--- config.mk ---
export PLATFORM = sky130hd
export DESIGN_NAME = flag_exec_unit
export DESIGN_NICKNAME = d
export VERILOG_FILES = /design/src/rtl/flag_exec_pkg.sv /design/src/rtl/flag_exec_rst_sync.sv /design/src/rtl/flag_exec_decode.sv /design/src/rtl/flag_exec_datapath.sv /design/src/rtl/flag_exec_unit.sv
export SDC_FILE = /design/constraint.sdc
export NUM_CORES = 1
export LEC_CHECK = 0
export ABC_AREA = 1
export BUFFER_PORTS_ARGS = -buffer_cell sky130_fd_sc_hd__buf_2
export CORE_MARGIN = 1
export CORE_UTILIZATION = 35
export DETAILED_ROUTE_END_ITERATION = 16
export MAX_ROUTING_LAYER = met4
export PLACE_DENSITY_LB_ADDON = 0.05
export SYNTH_ARGS = -nofsm -noshare
export SYNTH_HDL_FRONTEND = slang
export SYNTH_SLANG_ARGS = --single-unit
--- constraint.sdc ---
create_clock -name clk -period 1.5 [get_ports clk]
set_input_delay 0.3 -clock clk [delete_from_list [all_inputs] [get_ports clk]]
set_output_delay 0.3 -clock clk [all_outputs]
set_load 0.01 [all_outputs]
--- src/rtl/flag_exec_pkg.sv ---
package flag_exec_pkg;

  typedef enum logic [2:0] {
    K_NONE,
    K_CMC,
    K_CARRY,
    K_IFLAG,
    K_DFLAG,
    K_LOADF,
    K_STOREF,
    K_FILLAL
  } op_kind_e;

  localparam int unsigned CARRY_BIT = 0;
  localparam int unsigned IEN_BIT   = 9;
  localparam int unsigned DIR_BIT   = 10;

  // Map a byte onto the shared flag byte layout, forcing the reserved slots.
  function automatic logic [7:0] fix_flag_byte(input logic [7:0] b);
    return {b[7], b[6], 1'b0, b[4], 1'b0, b[2], 1'b1, b[0]};
  endfunction

endpackage

--- src/rtl/flag_exec_rst_sync.sv ---
module flag_exec_rst_sync (
  input  logic clk,
  input  logic rst_n,
  output logic rst_n_sync
);
  logic [1:0] stage_q;

  always_ff @(posedge clk or negedge rst_n) begin
    if (!rst_n) stage_q <= 2'b00;
    else        stage_q <= {stage_q[0], 1'b1};
  end

  assign rst_n_sync = stage_q[1];
endmodule

--- src/rtl/flag_exec_decode.sv ---
module flag_exec_decode
  import flag_exec_pkg::*;
(
  input  logic [7:0] opcode,
  output op_kind_e   kind
);
  always_comb begin
    unique case (opcode)
      8'hF5:        kind = K_CMC;
      8'hF8, 8'hF9: kind = K_CARRY;
      8'hFA, 8'hFB: kind = K_IFLAG;
      8'hFC, 8'hFD: kind = K_DFLAG;
      8'h9E:        kind = K_LOADF;
      8'h9F:        kind = K_STOREF;
      8'hD6:        kind = K_FILLAL;
      default:      kind = K_NONE;
    endcase
  end
endmodule

--- src/rtl/flag_exec_datapath.sv ---
module flag_exec_datapath
  import flag_exec_pkg::*;
#(
  parameter int unsigned FLAG_W = 16
) (
  input  op_kind_e          kind,
  input  logic              op_lsb,
  input  logic              valid,
  input  logic [FLAG_W-1:0] flags_i,
  input  logic [7:0]        al_i,
  input  logic [7:0]        ah_i,
  output logic [FLAG_W-1:0] flags_o,
  output logic [7:0]        al_o,
  output logic [7:0]        ah_o,
  output logic              flags_we_o,
  output logic              al_we_o,
  output logic              ah_we_o,
  output logic              unsup_o
);
  always_comb begin
    flags_o    = flags_i;
    al_o       = al_i;
    ah_o       = ah_i;
    flags_we_o = 1'b0;
    al_we_o    = 1'b0;
    ah_we_o    = 1'b0;
    unsup_o    = 1'b0;
    unique case (kind)
      K_CMC: begin
        flags_o[CARRY_BIT] = ~flags_i[CARRY_BIT];
        flags_we_o         = valid;
      end
      K_CARRY: begin
        flags_o[CARRY_BIT] = op_lsb;
        flags_we_o         = valid;
      end
      K_IFLAG: begin
        flags_o[IEN_BIT] = op_lsb;
        flags_we_o       = valid;
      end
      K_DFLAG: begin
        flags_o[DIR_BIT] = op_lsb;
        flags_we_o       = valid;
      end
      K_LOADF: begin
        flags_o[7:0] = fix_flag_byte(ah_i);
        flags_we_o   = valid;
      end
      K_STOREF: begin
        ah_o    = fix_flag_byte(flags_i[7:0]);
        ah_we_o = valid;
      end
      K_FILLAL: begin
        al_o    = {8{flags_i[CARRY_BIT]}};
        al_we_o = valid;
      end
      default: unsup_o = valid;
    endcase
  end
endmodule

--- src/rtl/flag_exec_unit.sv ---
module flag_exec_unit
  import flag_exec_pkg::*;
#(
  parameter int unsigned FLAG_W = 16
) (
  input  logic              clk,
  input  logic              rst_n,
  input  logic              in_valid,
  input  logic [7:0]        in_opcode,
  input  logic [FLAG_W-1:0] in_flags,
  input  logic [7:0]        in_al,
  input  logic [7:0]        in_ah,
  output logic [FLAG_W-1:0] out_flags,
  output logic [7:0]        out_al,
  output logic [7:0]        out_ah,
  output logic              out_flags_we,
  output logic              out_al_we,
  output logic              out_ah_we,
  output logic              out_unsupported
);
  logic              rst_s_n;
  op_kind_e          kind;
  logic [FLAG_W-1:0] flags_d, flags_q;
  logic [7:0]        al_d, al_q, ah_d, ah_q;
  logic              fwe_d, fwe_q, awe_d, awe_q, hwe_d, hwe_q, uns_d, uns_q;
  logic              cap_en;

  flag_exec_rst_sync u_rst (.clk(clk), .rst_n(rst_n), .rst_n_sync(rst_s_n));

  flag_exec_decode u_dec (.opcode(in_opcode), .kind(kind));

  flag_exec_datapath #(.FLAG_W(FLAG_W)) u_dp (
    .kind(kind), .op_lsb(in_opcode[0]), .valid(in_valid),
    .flags_i(in_flags), .al_i(in_al), .ah_i(in_ah),
    .flags_o(flags_d), .al_o(al_d), .ah_o(ah_d),
    .flags_we_o(fwe_d), .al_we_o(awe_d), .ah_we_o(hwe_d), .unsup_o(uns_d)
  );

  // Result stage captures every cycle; strobes are already gated by valid.
  assign cap_en = 1'b1;

  always_ff @(posedge clk or negedge rst_s_n) begin
    if (!rst_s_n) begin
      flags_q <= '0;
      al_q    <= '0;
      ah_q    <= '0;
      fwe_q   <= 1'b0;
      awe_q   <= 1'b0;
      hwe_q   <= 1'b0;
      uns_q   <= 1'b0;
    end else if (cap_en) begin
      flags_q <= flags_d;
      al_q    <= al_d;
      ah_q    <= ah_d;
      fwe_q   <= fwe_d;
      awe_q   <= awe_d;
      hwe_q   <= hwe_d;
      uns_q   <= uns_d;
    end
  end

  assign out_flags       = flags_q;
  assign out_al          = al_q;
  assign out_ah          = ah_q;
  assign out_flags_we    = fwe_q;
  assign out_al_we       = awe_q;
  assign out_ah_we       = hwe_q;
  assign out_unsupported = uns_q;

  // At most one of the strobes is active in any cycle.
  p_one_strobe_r9: assert property (@(posedge clk) disable iff (!rst_s_n)
    $onehot0({out_flags_we, out_al_we, out_ah_we, out_unsupported}));

  // An idle input cycle gives quiet strobes after the edge.
  p_idle_quiet_r10: assert property (@(posedge clk) disable iff (!rst_s_n)
    !in_valid |=> !out_flags_we && !out_al_we && !out_ah_we && !out_unsupported);

  // Carry complement flips the carry bit.
  p_cmc_flip_r2: assert property (@(posedge clk) disable iff (!rst_s_n)
    (in_valid && in_opcode == 8'hF5) |=> out_flags[CARRY_BIT] != $past(in_flags[CARRY_BIT]));

  // A store to AH returns the reserved slots as fixed constants.
  p_ah_reserved_r7: assert property (@(posedge clk) disable iff (!rst_s_n)
    out_ah_we |-> (out_ah[1] && !out_ah[3] && !out_ah[5]));

  // Filling AL copies carry into every bit, with flags untouched.
  p_fill_al_r8: assert property (@(posedge clk) disable iff (!rst_s_n)
    out_al_we |-> out_al == {8{out_flags[CARRY_BIT]}});

  // A load from AH returns the reserved flag slots as fixed constants.
  p_flag_reserved_r6: assert property (@(posedge clk) disable iff (!rst_s_n)
    (in_valid && in_opcode == 8'h9E) |=> (out_flags[1] && !out_flags[3] && !out_flags[5]));
endmodule

==> impl_metrics.yaml, run 1 <==
run_status:
  status: "finished clean"
layout:
  final_cells: 285
  finalNetCount: 277
  final_core_util_pct: 51.14
  stdcell_area_um2: 2046
  area_growth_pct: 40.71
  final_layout_size_suffix_gt1_share_pct: 41.70
  nFillCells: 402
  regArea_um2: 950.9
  multi_input_area_um2: 420.4
  diodes: 0
timing:
  finalHoldViolations: 0
  layout_min_cycle_time_ns: 1.102
  setup_viol: 0
  rsz0062_at_grt: "false"
  setup_slack_ns: 0.3983
  hold_slack_ns: 0.1177
  max_clock_freq_mhz: 907.7
  clock_skew_ns: 0.001667
  drv_slew: 0
  tns_ns: 0
  post-route-period-util_pct: 73.45
clock_network:
  cts_tree: "yes"
  numClockSinks: 38
  cts_setup_buffers: 0
  cts_max_level: 2
  cts_root_buf: "clkbuf_8"
  numCtsBuffers: 5
  worstSkewPairLatency_ns: 0.28
  clk_path_buf_depth: 2
  hold_buffers: 1
  cts.clk_slew.worst_paths_ns: 0.07
  cts_resized: 0
logic_synthesis:
  yosysTopAreaCellShare_pct: 65.40
  syn_inst: 147
  synth_ff_type: "dfrtp_1"
  synth.area.top_cells: "dfrtp_1, nand2_1, inv_1"
  ys_seq_area_share_pct: 65.40
  yosysTopAreaCell: "dfrtp_1"
  yosys-top-cells-count: "nand2_1, dfrtp_1, inv_1, nor2_1, o21ai_0"
  syn-cell-area_um2: 1454
  yosys_warnings: 0
  yosysMostFrequentCell: "nand2_1"
  ys_ff_latch: 38
  synthArstFlopShare_pct: 100.0
  synth_edf_count: 0
  synth.distinct_cells: 19
  syn_avg_cell_area_um2: 9.890
  syn_nets: 190
routing:
  dr.first_iter.drc_count: 26
  drc: 0
  final_antenna_net_count: 0
  wl_per_cell_um: 10.07
  first_pass_iters: 4
  vias: 1176
  viasPerCell: 4.126
  drt-total-wl_um: 2869
die:
  core_area_um2: 4000
  start_util_pct: 36.35
  fp-row-count: 23
  io_pins: 79
  die_x_um: 66.45
  fp.dieH_um: 66.45
  die_area_um2: 4416
placed_design:
  dp_hpwl_um: 2352
  place_inst: 276
  dpl_cell_area_um2: 1927
  numPortBuffers: 78
  place_congestion: 0.8916
  pre_cts_ws_ns: 0.2382
global_routing:
  antenna_found_initial: 0
  grt.overflow.total: 0
  grt_usage_pct: 14.46
  grt_pass1_vias: 1084
  grt_pass1_wl_um: 4478
  grt_start_max_net_pins: 28
setup_path:
  endpoint: "out_al_we"
  r2r-start: "u_rst.stage_q[1]$_DFF_PN0_"
  crit_buf_inv: 1
  end_kind: "output pin"
  cp_slowest_cell: "dfrtp_1"
  cp-start-kind: "register"
  r2r_cells: 1
  reg2reg_slack_ns: 0.84
  crit_fanout: 1
  r2r-end: "out_flags[10]$_DFF_PN0_"
  crit_chain: "buf_2"
  worstSetupStartpoint: "out_al_we$_DFF_PN0_"
  cp.depth: 1
  cp.required_ns: 1.20
  crit_type: "reg2out"
  cp_data_arrival_time_ns: 0.80
  worst_path_dominant_cell_family: "flip-flops"
  cp_slowest_stage_delay_ns: 0.38
power:
  ir_drop_uv: 375.1
  p_leak_nw: 1.182
  p_per_area_nw_per_um2: 1045
  p_total_mw: 2.137
run:
  drv_cap: 0
min_path:
  holdCritPathClass: "in2reg"
[how the worst min path moves through the flow]
stage,cells past startpoint,end,startpoint
after floorplan,0,u_rst.stage_q[0]$_DFF_PN0_,rst_n
after global placement,1,u_rst.stage_q[1]$_DFF_PN0_,rst_n
after detailed placement,1,u_rst.stage_q[1]$_DFF_PN0_,rst_n
after CTS,1,out_flags[8]$_DFF_PN0_,in_flags[8]
after global routing,1,out_flags[13]$_DFF_PN0_,in_flags[13]
final,1,out_flags[12]$_DFF_PN0_,in_flags[12]
[placed cells by master (no fill, tap or decap)]
| cell | count |
|---|---|
| a21oi_1 | 2 |
| buf_12 | 1 |
| buf_2 | 78 |
| bufinv_16 | 1 |
| clkbuf_8 | 5 |
| clkinv_2 | 2 |
| conb_1 | 1 |
| dfrtp_1 | 38 |
| dlygate4sd3_1 | 1 |
| inv_1 | 18 |
| inv_4 | 1 |
| inv_6 | 1 |
| nand2_1 | 41 |
| nand2_2 | 2 |
| nand2_4 | 1 |
| nand3_1 | 4 |
| nand3_2 | 2 |
| nand4_1 | 1 |
| nand4_2 | 1 |
| nor2_1 | 17 |
| nor2_4 | 3 |
| nor3_1 | 1 |
| o21ai_0 | 10 |
| o21ai_1 | 1 |
| or2_1 | 2 |
[power by group]
group / internal [mW] / leakage [nW] / total (mW) / switching, mW
Sequential: 1.07 / 0.450 / 1.09 / 0.0153
Clock: 0.489 / 0.0579 / 0.825 / 0.337
Combinational: 0.102 / 0.674 / 0.223 / 0.121
[sequential cells by signal, indices dropped and copies added, names as in the netlist]
name             cells
out_ah               8
out_ah_we            1
out_al               8
out_al_we            1
out_flags           16
out_flags_we         1
out_unsupported      1
u_rst.stage_q        2
[layer usage]
metal | track usage (%) | part of all wire [%] | vias up | wire (um)
li1 | - | - | 617 | -
met1 | 16.80 | 43 | 506 | 1231
met2 | 22.32 | 46 | 48 | 1318
met3 | 5.479 | 9.3 | 5 | 266
met4 | 6.383 | 1.8 | 0 | 53
met5 | - | 0 | - | 0
[cell type report]
cell class | instances | area share, %
Inverter | 20 | 4.037
Sequential cell | 38 | 46.48
Clock buffer | 5 | 3.364
Tap cell | 50 | 3.058
Clock inverter | 3 | 1.957
Multi-Input combinational cell | 89 | 20.55
Timing Repair Buffer | 80 | 20.55
[logic make-up after synthesis]
group | after synthesis | synth area share [%]
flops | 38 | 65.40
other cells | 1 | 0.2579
simple gates | 75 | 24.18
buf+inv | 20 | 5.680
compound gates | 13 | 4.475
Note: power is estimated with default switching activity, not from simulation.
==> run 2: changes to the inputs <==
==> constraint.sdc (replaced) <==
create_clock -name clk -period 1.1 [get_ports clk]
set_input_delay 0.22 -clock clk [delete_from_list [all_inputs] [get_ports clk]]
set_output_delay 0.22 -clock clk [all_outputs]
set_load 0.01 [all_outputs]
==> run 2 against run 1 <==
Net effect: sequential share of layout area up 0.12 points; global-route usage rose by 1.1 points; register-to-register slack worse by 0.30 ns; non-clock buffer count rose by 3; die area stayed put.
==> impl_metrics.yaml, run 2 (synthesis results as in run 1) <==
routing:
  wl_per_cell_um: 10.65
  vias: 1236
  final_antenna_net_count: 0
  drt-total-wl_um: 3066
  drc: 0
  first_pass_iters: 4
  viasPerCell: 4.292
  dr.first_iter.drc_count: 57
global_routing:
  grt.overflow.total: 0
  grt_start_max_net_pins: 28
  grt_pass1_wl_um: 4864
  grt.met1_usage_pct: 17.25
  met2_usage_pct: 25.13
  grt_usage_pct: 15.60
  antenna_found_initial: 0
  grt_pass1_vias: 1136
  grt_use_met3_pct: 5.651
  grt_busiest_layer: "met2"
run_status:
  status: "finished clean"
timing:
  setup_viol: 0
  clock_skew_ns: 0.009357
  tns_ns: 0
  post-route-period-util_pct: 92.39
  finalHoldViolations: 0
  layout_min_cycle_time_ns: 1.016
  max_clock_freq_mhz: 984.0
  drv_slew: 0
  rsz0062_at_grt: "false"
setup_path:
  crit_fanout: 1
  crit_chain: "buf_2"
  cp_slowest_cell: "dfrtp_1"
  cp-start-kind: "register"
  crit_buf_inv: 1
  cp_data_arrival_time_ns: 0.80
  end_kind: "output pin"
  cp_slowest_stage_delay_ns: 0.37
  cp.required_ns: 0.88
  crit_type: "reg2out"
  worst_path_dominant_cell_family: "flip-flops"
layout:
  area_growth_pct: 40.53
  layout_commonest_cell: "buf_2"
  multi_input_area_um2: 420.4
  regArea_um2: 952.2
  final_cells: 288
  mostFrequentLayoutCells: "buf_2, nand2_1, dfrtp_1"
  nFillCells: 391
  largest_register_ffs: 16
  final_layout_size_suffix_gt1_share_pct: 42.44
  diodes: 0
  finalNetCount: 280
clock_network:
  worstSkewPairLatency_ns: 0.29
  cts_resized: 0
  cts_max_level: 2
  cts_root_buf: "clkbuf_8"
  clk_path_buf_depth: 2
  cts.clk_slew.worst_paths_ns: 0.08
  cts_setup_buffers: 0
  numCtsBuffers: 5
  numClockSinks: 38
  cts_tree: "yes"
die:
  start_util_pct: 36.35
  die_area_um2: 4416
  io_pins: 79
  die_x_um: 66.45
  fp-row-count: 23
  core_area_um2: 4000
  fp.dieH_um: 66.45
placed_design:
  numPortBuffers: 78
  dp_hpwl_um: 2445
  place_congestion: 0.8511
  place_inst: 279
run:
  drv_cap: 0
power:
  p_per_area_nw_per_um2: 1326
  ir_drop_uv: 594.4
  p_leak_nw: 1.182
min_path:
  holdCritPathClass: "in2reg"
run 2: changes by cell type in the layout (fill, tap and decap cells not counted):
cell	delta
clkbuf_1	+1
dfrtp_2	+1
bufinv_16	-1
buf_4	+3
dfrtp_1	-1
run 2: report_power, final:
part | internal [mW] | leakage, nW | switching, mW | total [mW]
logic | 0.145 | 0.688 | 0.170 | 0.315
registers | 1.46 | 0.449 | 0.0217 | 1.49
clock network | 0.439 | 0.0450 | 0.469 | 0.908
total | 2.05 | 1.18 | 0.661 | 2.71
run 2: layout make-up:
cell class | count | area share (%)
clock buffer | 6 | 3.552
clock inverter | 2 | 0.4899
inverter | 20 | 4.042
multi-input combinational | 89 | 20.58
sequential | 38 | 46.60
tap | 50 | 3.062
timing repair buffer | 83 | 21.68
run 2: final timing paths:
kind	cells past startpoint	endpoint	startpoint	slack, ns
max reg2reg	1	out_al[5]$_DFF_PN0_	u_rst.stage_q[1]$_DFF_PN0_	0.54
max	1	out_al_we	out_al_we$_DFF_PN0_	0.08
max in group asynchronous	1	out_al[5]$_DFF_PN0_	u_rst.stage_q[1]$_DFF_PN0_	0.54
min in group asynchronous	0	out_flags[0]$_DFF_PN0_	u_rst.stage_q[1]$_DFF_PN0_	0.13
min reg2reg	0	out_flags[0]$_DFF_PN0_	u_rst.stage_q[1]$_DFF_PN0_	0.13
min	1	out_flags[11]$_DFF_PN0_	in_flags[11]	0.04
run 2: what timing repair did:
| action | in CTS | in global routing |
|---|---|---|
| setup endpoints to repair | 0 | 0 |
| hold buffers | 1 | 0 |
| hold endpoints to repair | 2 | 0 |
run 2: through the flow:
stage                     area (um^2)  hold WS (ns)  utilization [%]  worst slack [ns]  total power [mW]
after floorplan                  1455      -0.07559                -            0.1843             1.647
after global placement           1951      0.004061            48.76          -0.01836             1.824
after detailed placement         1951      0.006403            48.76          -0.06154             1.832
after CTS                        2043       0.02635            51.08           0.07165             2.745
after global routing             2043       0.02246            51.08           0.04821             2.849
final                            2043       0.03825            51.08           0.08375             2.709
run 2: metal layers:
layer,share of wire (%),wire length (um),up-vias
li1,-,-,628
met1,42,1278,552
met2,48,1464,50
met3,8.6,264,6
met4,1.9,58,0
met5,0,0,-
